--- src/rtl/ahm_pkg.sv ---
package ahm_pkg;
   // one saturating step of an unsigned counter
   function automatic int unsigned sat_step(input int unsigned v, input int unsigned lim);
      return (v >= lim) ? lim : v + 1;
   endfunction

   typedef enum logic [1:0] {
      REL_AUTO = 2'd0,
      REL_SW   = 2'd1
   } release_mode_e;
endpackage

--- src/rtl/ahm_hold_detect.sv ---
module ahm_hold_detect (
   input  logic clk,
   input  logic rst_n,
   input  logic stb,
   input  logic hold_in,
   output logic held
);
   logic seen_q;

   always_ff @(posedge clk or negedge rst_n) begin
      if (!rst_n)   seen_q <= 1'b0;
      else if (stb) seen_q <= 1'b0;
      else          seen_q <= seen_q | hold_in;
   end

   assign held = seen_q | hold_in;
endmodule

--- src/rtl/ahm_hold_counter.sv ---
module ahm_hold_counter #(
   parameter int unsigned THRESH = 15,
   parameter int unsigned CW     = $clog2(THRESH + 2)
) (
   input  logic          clk,
   input  logic          rst_n,
   input  logic          stb,
   input  logic          held,
   output logic [CW-1:0] cnt,
   output logic          trig
);
   import ahm_pkg::*;
   localparam int unsigned LIMIT = THRESH + 1;

   logic [CW-1:0] cnt_next;

   always_comb begin
      if (held) cnt_next = CW'(sat_step(32'(cnt), LIMIT));
      else      cnt_next = '0;
      trig = held && (cnt_next > CW'(THRESH));
   end

   always_ff @(posedge clk or negedge rst_n) begin
      if (!rst_n)   cnt <= '0;
      else if (stb) cnt <= cnt_next;
   end
endmodule

--- src/rtl/ahm_mute_ctrl.sv ---
module ahm_mute_ctrl (
   input  logic clk,
   input  logic rst_n,
   input  logic stb,
   input  logic held,
   input  logic trig,
   input  logic automute_off,
   input  logic stay_muted,
   input  logic sw_mute,
   output logic mute_next,
   output logic mute_q
);
   import ahm_pkg::*;

   logic          auto_q;
   logic          auto_next;
   release_mode_e rel_mode;

   assign rel_mode = stay_muted ? REL_SW : REL_AUTO;

   always_comb begin
      if (held) begin
         auto_next = auto_q | (trig & ~automute_off);
      end else begin
         unique case (rel_mode)
            REL_SW:  auto_next = auto_q & ~sw_mute;
            default: auto_next = 1'b0;
         endcase
      end
      mute_next = sw_mute | auto_next;
   end

   always_ff @(posedge clk or negedge rst_n) begin
      if (!rst_n) begin
         auto_q <= 1'b0;
         mute_q <= 1'b0;
      end else if (stb) begin
         auto_q <= auto_next;
         mute_q <= mute_next;
      end
   end
endmodule

--- src/rtl/ahm_sample_lane.sv ---
module ahm_sample_lane #(
   parameter int unsigned W = 20
) (
   input  logic         clk,
   input  logic         rst_n,
   input  logic         stb,
   input  logic         held,
   input  logic         mute_next,
   input  logic [W-1:0] din,
   output logic [W-1:0] dout
);
   logic [W-1:0] last_q;

   always_ff @(posedge clk or negedge rst_n) begin
      if (!rst_n) begin
         last_q <= '0;
         dout   <= '0;
      end else if (stb) begin
         if (!held) last_q <= din;
         if (mute_next)  dout <= '0;
         else if (held)  dout <= last_q;
         else            dout <= din;
      end
   end
endmodule

--- src/rtl/audio_hold_mute.sv ---
module audio_hold_mute #(
   parameter int unsigned W      = 20,
   parameter int unsigned THRESH = 15
) (
   input  logic         clk,
   input  logic         rst_n,
   input  logic         smp_stb,
   input  logic [W-1:0] in_left,
   input  logic [W-1:0] in_right,
   input  logic         hold_in,
   input  logic         automute_off,
   input  logic         stay_muted,
   input  logic         sw_mute,
   output logic [W-1:0] out_left,
   output logic [W-1:0] out_right,
   output logic         mute_out
);
   localparam int unsigned NCH   = 2;
   localparam int unsigned LIMIT = THRESH + 1;
   localparam int unsigned CW    = $clog2(THRESH + 2);

   generate
      if (W < 2) begin : g_bad_w
         $error("audio_hold_mute: W must be at least 2");
      end
      if (THRESH < 1) begin : g_bad_t
         $error("audio_hold_mute: THRESH must be at least 1");
      end
   endgenerate

   logic          period_held;
   logic [CW-1:0] hold_cnt;
   logic          am_trig;
   logic          mute_nx;
   logic [W-1:0]  lane_in  [NCH];
   logic [W-1:0]  lane_out [NCH];

   ahm_hold_detect i_det (
      .clk     (clk),
      .rst_n   (rst_n),
      .stb     (smp_stb),
      .hold_in (hold_in),
      .held    (period_held)
   );

   ahm_hold_counter #(.THRESH(THRESH), .CW(CW)) i_cnt (
      .clk   (clk),
      .rst_n (rst_n),
      .stb   (smp_stb),
      .held  (period_held),
      .cnt   (hold_cnt),
      .trig  (am_trig)
   );

   ahm_mute_ctrl i_mute (
      .clk          (clk),
      .rst_n        (rst_n),
      .stb          (smp_stb),
      .held         (period_held),
      .trig         (am_trig),
      .automute_off (automute_off),
      .stay_muted   (stay_muted),
      .sw_mute      (sw_mute),
      .mute_next    (mute_nx),
      .mute_q       (mute_out)
   );

   assign lane_in[0] = in_left;
   assign lane_in[1] = in_right;

   for (genvar c = 0; c < NCH; c++) begin : g_lane
      ahm_sample_lane #(.W(W)) i_lane (
         .clk       (clk),
         .rst_n     (rst_n),
         .stb       (smp_stb),
         .held      (period_held),
         .mute_next (mute_nx),
         .din       (lane_in[c]),
         .dout      (lane_out[c])
      );
   end

   assign out_left  = lane_out[0];
   assign out_right = lane_out[1];
endmodule

--- config.mk ---
export PLATFORM = sky130hd
export DESIGN_NAME = audio_hold_mute
export DESIGN_NICKNAME = d
export VERILOG_FILES = /design/src/rtl/ahm_pkg.sv /design/src/rtl/ahm_hold_detect.sv /design/src/rtl/ahm_hold_counter.sv /design/src/rtl/ahm_mute_ctrl.sv /design/src/rtl/ahm_sample_lane.sv /design/src/rtl/audio_hold_mute.sv
export SDC_FILE = /design/constraint.sdc
export NUM_CORES = 1
export LEC_CHECK = 0
export CAP_MARGIN = 20
export CORE_ASPECT_RATIO = 0.8
export CORE_UTILIZATION = 55
export CTS_BUF_LIST = sky130_fd_sc_hd__clkbuf_8 sky130_fd_sc_hd__clkbuf_16
export DETAILED_ROUTE_END_ITERATION = 12
export MAX_ROUTING_LAYER = met4
export PLACE_DENSITY = 0.84
export SLEW_MARGIN = 40
export SYNTH_ARGS = -nofsm -noshare
export SYNTH_HDL_FRONTEND = slang
export SYNTH_SLANG_ARGS = --single-unit
--- constraint.sdc ---
create_clock -name clk -period 3.6 [get_ports clk]
set_input_delay 0.72 -clock clk [delete_from_list [all_inputs] [get_ports clk]]
set_output_delay 0.72 -clock clk [all_outputs]
set_load 0.005 [all_outputs]
## Word level (Yosys, flattened, before mapping)

Cells that the tools add are included.

- Output and inout port bits: 41
- Logic and storage cells: 30
- Bits of input ports: 47
- Register bits: 88

- Eq/ne operators: 1
- Reductions and logical operators: 1
- Multiplexer cells: 10
- $lt $le $gt $ge: 2
- Bitwise gates (word level): 7
- $add $sub $neg: 1

Operator list:

| cell | count |
|---|---|
| two-way mux 20 bit | 4 |
| two-way mux 5 bit | 2 |
| adder 5 x 1 -> 5 bit, second input constant | 1 |
| >= comparator 5 bit, second input constant | 1 |
| > comparator 5 x 4 -> 1 bit, second input constant | 1 |
| two-way mux 1 bit | 4 |
| bitwise OR 1 bit | 3 |
| AND 1 bit | 2 |
| == test 2 x 1 -> 1 bit, second input constant | 1 |
| NOT 1 bit | 2 |
| logical AND 1 bit | 1 |

## Depth between registers and ports, before layout

- Depth after elaboration: 10
- Depth in mapped cells: 5
- Mapped depth without buffers: 4

## Cells and area by module

Synthesis repeated with hierarchy kept, for this count alone.

- Cells, all modules: 300
- Area, all modules: 3,779.9 um2

Modules (own cells, without submodules):

| module | seq. area each (um2) | area an instance (um2) | cells an instance | times used |
|---|---|---|---|---|
| ahm_sample_lane | 1,001.0 | 1,676.6 | 130 | 2 |
| ahm_hold_counter | 125.1 | 281.5 | 26 | 1 |
| ahm_mute_ctrl | 50.0 | 103.8 | 11 | 1 |
| ahm_hold_detect | 25.0 | 41.3 | 3 | 1 |

## Worst setup path before layout

No wires, ideal clock.

- Kind: in2reg
- Start: in hold_in
- End: reg g_lane[0].i_lane.dout[0]
- Data required time: 3.480 ns
- Arrival time: 1.747 ns
- Buffers on the path: 2
- Stages: 5
- Slack: 1.733 ns
- Cell sequence: nor2_1 > buf_6 > buf_2 > mux2_2 > a31o_1

- Longest elaborated chain between the ends: 9
- Elaborated cells between the ends (all ways): 10
- Classes of those cells: order compare: 1; mux: 4; bitwise: 4; reduce/logical: 1

RTL lines:

| element | RTL line | text |
|---|---|---|
| start, declared | audio_hold_mute.sv:10 | `input logic hold_in,` |
| bitwise OR 1 bit * | ahm_hold_detect.sv:16 | `assign held = seen_q \| hold_in;` |
| two-way mux 5 bit | ahm_hold_counter.sv:18 | `if (held) cnt_next = CW'(sat_step(32'(cnt), LIMIT));` |
| > comparator 5 x 4 -> 1 bit | ahm_hold_counter.sv:20 | `trig = held && (cnt_next > CW'(THRESH));` |
| logical AND 1 bit | ahm_hold_counter.sv:20 |  |
| AND 1 bit | ahm_mute_ctrl.sv:23 | `auto_next = auto_q \| (trig & ~automute_off);` |
| bitwise OR 1 bit | ahm_mute_ctrl.sv:23 |  |
| two-way mux 1 bit | ahm_mute_ctrl.sv:22 | `if (held) begin` |
| bitwise OR 1 bit | ahm_mute_ctrl.sv:30 | `mute_next = sw_mute \| auto_next;` |
| two-way mux 20 bit * | ahm_sample_lane.sv:20 | `if (mute_next) dout <= '0;` |
| end signal, assigned | ahm_sample_lane.sv:21 | `else if (held) dout <= last_q;` |
| end signal, assigned | ahm_sample_lane.sv:22 | `else dout <= din;` |
| end, declared | ahm_sample_lane.sv:10 | `output logic [W-1:0] dout` |

Mark *: on every way between the ends. The rest lies on a longest branch, timed or not.
A chain may end at the register's enable or synchronous reset.

## Worst setup path in the final report

- Start: in hold_in
- End: reg g_lane[0].i_lane.last_q[7]

- Longest elaborated chain between the ends: 2

RTL lines:

| element | RTL line | text |
|---|---|---|
| bitwise OR 1 bit | ahm_hold_detect.sv:16 |  |
| two-way mux 20 bit | -- |  |
| end signal, assigned | ahm_sample_lane.sv:19 | `if (!held) last_q <= din;` |
| end, declared | ahm_sample_lane.sv:12 | `logic [W-1:0] last_q;` |

Every way passes these cells.

==> results.yml <==
cts:
  postCtsHoldBufs: 0
  clock-root-buffer: "clkbuf_8"
  clkSinkCount: 88
  cts_tree: "done"
  cts_setup_buffers: 0
  htree_num_levels: 3
  numCtsBuffers: 9
  clkTransAtPathRegs_ns: 0.08
  ctsResizeCount: 0
  max-clock-path-buffers: 2
  clk_latency_ns: 0.35
setup_path:
  r2r_start: "i_det.seen_q$_DFF_PN0_"
  crit_arrival_ns: 2.72
  end_kind: "flop"
  worst-path-max-fanout: 26
  reg2regPathDepth: 4
  path_class: "in2reg"
  r2r-end: "g_lane[0].i_lane.last_q[7]$_DFFE_PN0P_"
  startpoint_type: "input pin"
  required_ns: 3.84
  crit_path_start: "hold_in"
  r2r_setup_slack_ns: 1.58
synth:
  yosys.area.top_type_share_pct: 54.2
  synth_nets: 351
  synthTopCellsByArea: "dfrtp_1 54%, mux2_2 21%, a31o_1 8.4%"
  syn_area_per_cell_um2: 13.5
  synth.distinct_cells: 29
  synth_area_mm2: 0.00407
  yosysSeqAreaShare_pct: 54.2
  synth_cells: 302
  yosys_warnings: 0
  synth-seq-cells: 88
  yosys.area.top_type: "dfrtp_1"
sta:
  fin_worst_skew_ns: 0.0100
  hold_viol_final: 0
  rsz0062_at_grt: "false"
  fmax_ghz: 0.402
  min_period_ns: 2.49
  tns_ns: 0
  maxSlewViolCount: 0
  slew_headroom_pct: 53.2
  max_slew.worst_pin.slew_ns: 0.702
  finalCritPeriodShare_pct: 69.1
  finalSetupViolCount: 0
power_and_ir_drop:
  p_comb_share_pct: 20.7
  peakVddDrop_v: 0.000278
  power.switching_mw: 0.598
  power_density_mw_per_mm2: 500
  totalPowerFinal_mw: 2.61
  swShare_pct: 22.9
  p_int_mw: 2.01
  p_clk_share_pct: 32.5
  p_leak_nw: 2.18
  pwr-share-seq_pct: 46.8
routing:
  drc_errors: 6
  drt-total-wl_mm: 7.97
  drtPass1Iterations: 8
  routed_via_density: 5.60
  num_vias: 2642
  ant_nets: 0
  wire_per_inst_um: 16.9
  drt-initial-drc-count: 106
floorplan:
  core_area_mm2: 0.00703
  die_y_um: 78.9
  die-area_mm2: 0.00774
  die_x_um: 98.1
  io_pins: 88
  start_util_pct: 57.9
  rows: 27
grt:
  grt_pass1_wl_mm: 13.6
  antenna_found_initial: 0
  grtUsageTotal_pct: 23.1
  grt_pass1_vias: 2762
  grt-ovfl-total: 0
  grt_max_degree: 93
placed_design:
  port_buffers: 87
  dp_hpwl_mm: 5.06
  gp_congestion: 0.702
final_layout:
  syn_to_final_growth_pct: 28.4
  drive_gt1_share_pct: 26.8
  num_antenna_cells: 0
  final_nets: 429
outcome:
  violations: "design-rule violations"
  outcome: "complete, but fails checks"
min_path:
  min_path_type: "in2async"
run:
  maxCapViolations: 0
## stage by stage
step / area (um2) / std cells / utilization (%) / hold slack [ns] / worst slack [ns]
floorplan: 4070 / 302 / - / 0.424 / 1.73
global placement: 4950 / 456 / 70.4 / 0.465 / 0.788
detailed placement: 4950 / 456 / 70.5 / 0.477 / 0.736
CTS: 5220 / 472 / 74.2 / 0.445 / 1.11
global route: 5220 / 472 / 74.3 / 0.454 / 1.02
finish: 5220 / 472 / 74.3 / 0.388 / 1.11
## layer usage
layer | up-vias | global-route usage, % | part of all wire (%)
met2 | 55 | 37.3 | 48
met5 | - | - | 0
met4 | 0 | 7.88 | 1.4
met3 | 12 | 5.02 | 4.5
met1 | 1330 | 29.3 | 46
li1 | 1245 | - | -
## power by group through the flow
stage | combinational [mW] | clock [mW] | sequential, mW
floorplan | 0.306 | 0 | 1.22
global placement | 0.526 | 0 | 1.23
detailed placement | 0.542 | 0 | 1.24
CTS | 0.546 | 0.873 | 1.22
global route | 0.583 | 0.907 | 1.24
finish | 0.540 | 0.850 | 1.22
## critical path: stages
cell             delay (ns)
clkdlybuf4s50_1        0.49
nor2_4                 0.40
and2_2                 0.50
buf_12                 0.25
mux2_2                 0.36
## cells in the mapped netlist
cell        n
dfrtp_1    88
mux2_2     77
nor2b_1    40
a31o_1     39
buf_2      11
buf_1       5
buf_6       5
nor2_1      4
clkbuf_1    3
inv_1       3
mux2_1      3
nand2b_1    3
o31ai_1     3
ha_1        2
o2bb2ai_1   2
a21boi_0    1
a21oi_1     1
a31o_2      1
a31oi_1     1
a41oi_1     1
and2_1      1
and3_1      1
mux2i_1     1
nand2_1     1
nor3b_1     1
o311a_4     1
o32a_1      1
o32ai_1     1
or3b_1      1
## state kept, by name, summed over array words and instances, names as in the netlist
name / flops
i_det.seen_q: 1
g_lane.i_lane.dout: 40
i_cnt.cnt: 5
i_mute.auto_q: 1
g_lane.i_lane.last_q: 40
i_mute.mute_q: 1
## cell families (layout without fill, tap and decap cells)
group / after synthesis / after routing / synth area share, %
flops: 88 / 88 / 54.2
mux: 81 / 81 / 22.4
compound gates: 52 / 52 / 11.3
simple gates: 52 / 52 / 7.79
buf+inv: 27 / 110 / 3.75
fa+ha+maj: 2 / 2 / 0.615
## final cells by class
type | instances | area (um2)
clock buffers | 12 | 165
clock inverters | 4 | 98.8
fillers | 470 | 1810
inverters | 3 | 11.3
multi-input cells | 187 | 1720
flip-flops and latches | 88 | 2200
well taps | 87 | 109
repair buffers | 91 | 916
## how the worst max path moves through the flow
stage               depth (start not counted)  slack (ns)                                       to
global route                                5        1.02  g_lane[1].i_lane.last_q[19]$_DFFE_PN0P_
CTS                                         5        1.11   g_lane[0].i_lane.last_q[7]$_DFFE_PN0P_
finish                                      5        1.11   g_lane[0].i_lane.last_q[7]$_DFFE_PN0P_
floorplan                                   5        1.73     g_lane[0].i_lane.dout[0]$_DFFE_PN0P_
detailed placement                          5        0.74   g_lane[0].i_lane.last_q[7]$_DFFE_PN0P_
global placement                            5        0.79  g_lane[0].i_lane.last_q[19]$_DFFE_PN0P_
## cells in the final DEF (no fill, tap or decap)
| cell type | n |
|---|---|
| dfrtp_1 | 88 |
| clkdlybuf4s50_1 | 85 |
| mux2_2 | 77 |
| nor2b_1 | 40 |
| a31o_1 | 39 |
| clkbuf_8 | 13 |
| inv_1 | 3 |
| nor2_1 | 3 |
| o31ai_1 | 3 |
| nand2b_1 | 3 |
| mux2_1 | 3 |
| bufinv_16 | 3 |
| o2bb2ai_1 | 2 |
| ha_1 | 2 |
| buf_4 | 2 |
| nor2_4 | 1 |
| and2_2 | 1 |
| a31oi_1 | 1 |
| o311a_4 | 1 |
| and3_1 | 1 |
| or3b_1 | 1 |
| nand2_1 | 1 |
| o32ai_1 | 1 |
| mux2i_1 | 1 |
| a41oi_1 | 1 |
| a21boi_0 | 1 |
| nor3b_1 | 1 |
| o32a_1 | 1 |
| a21oi_1 | 1 |
| a31o_2 | 1 |
| clkinv_4 | 1 |
| buf_2 | 1 |
| buf_12 | 1 |
| buf_6 | 1 |
(Power assumes the default switching activity.)
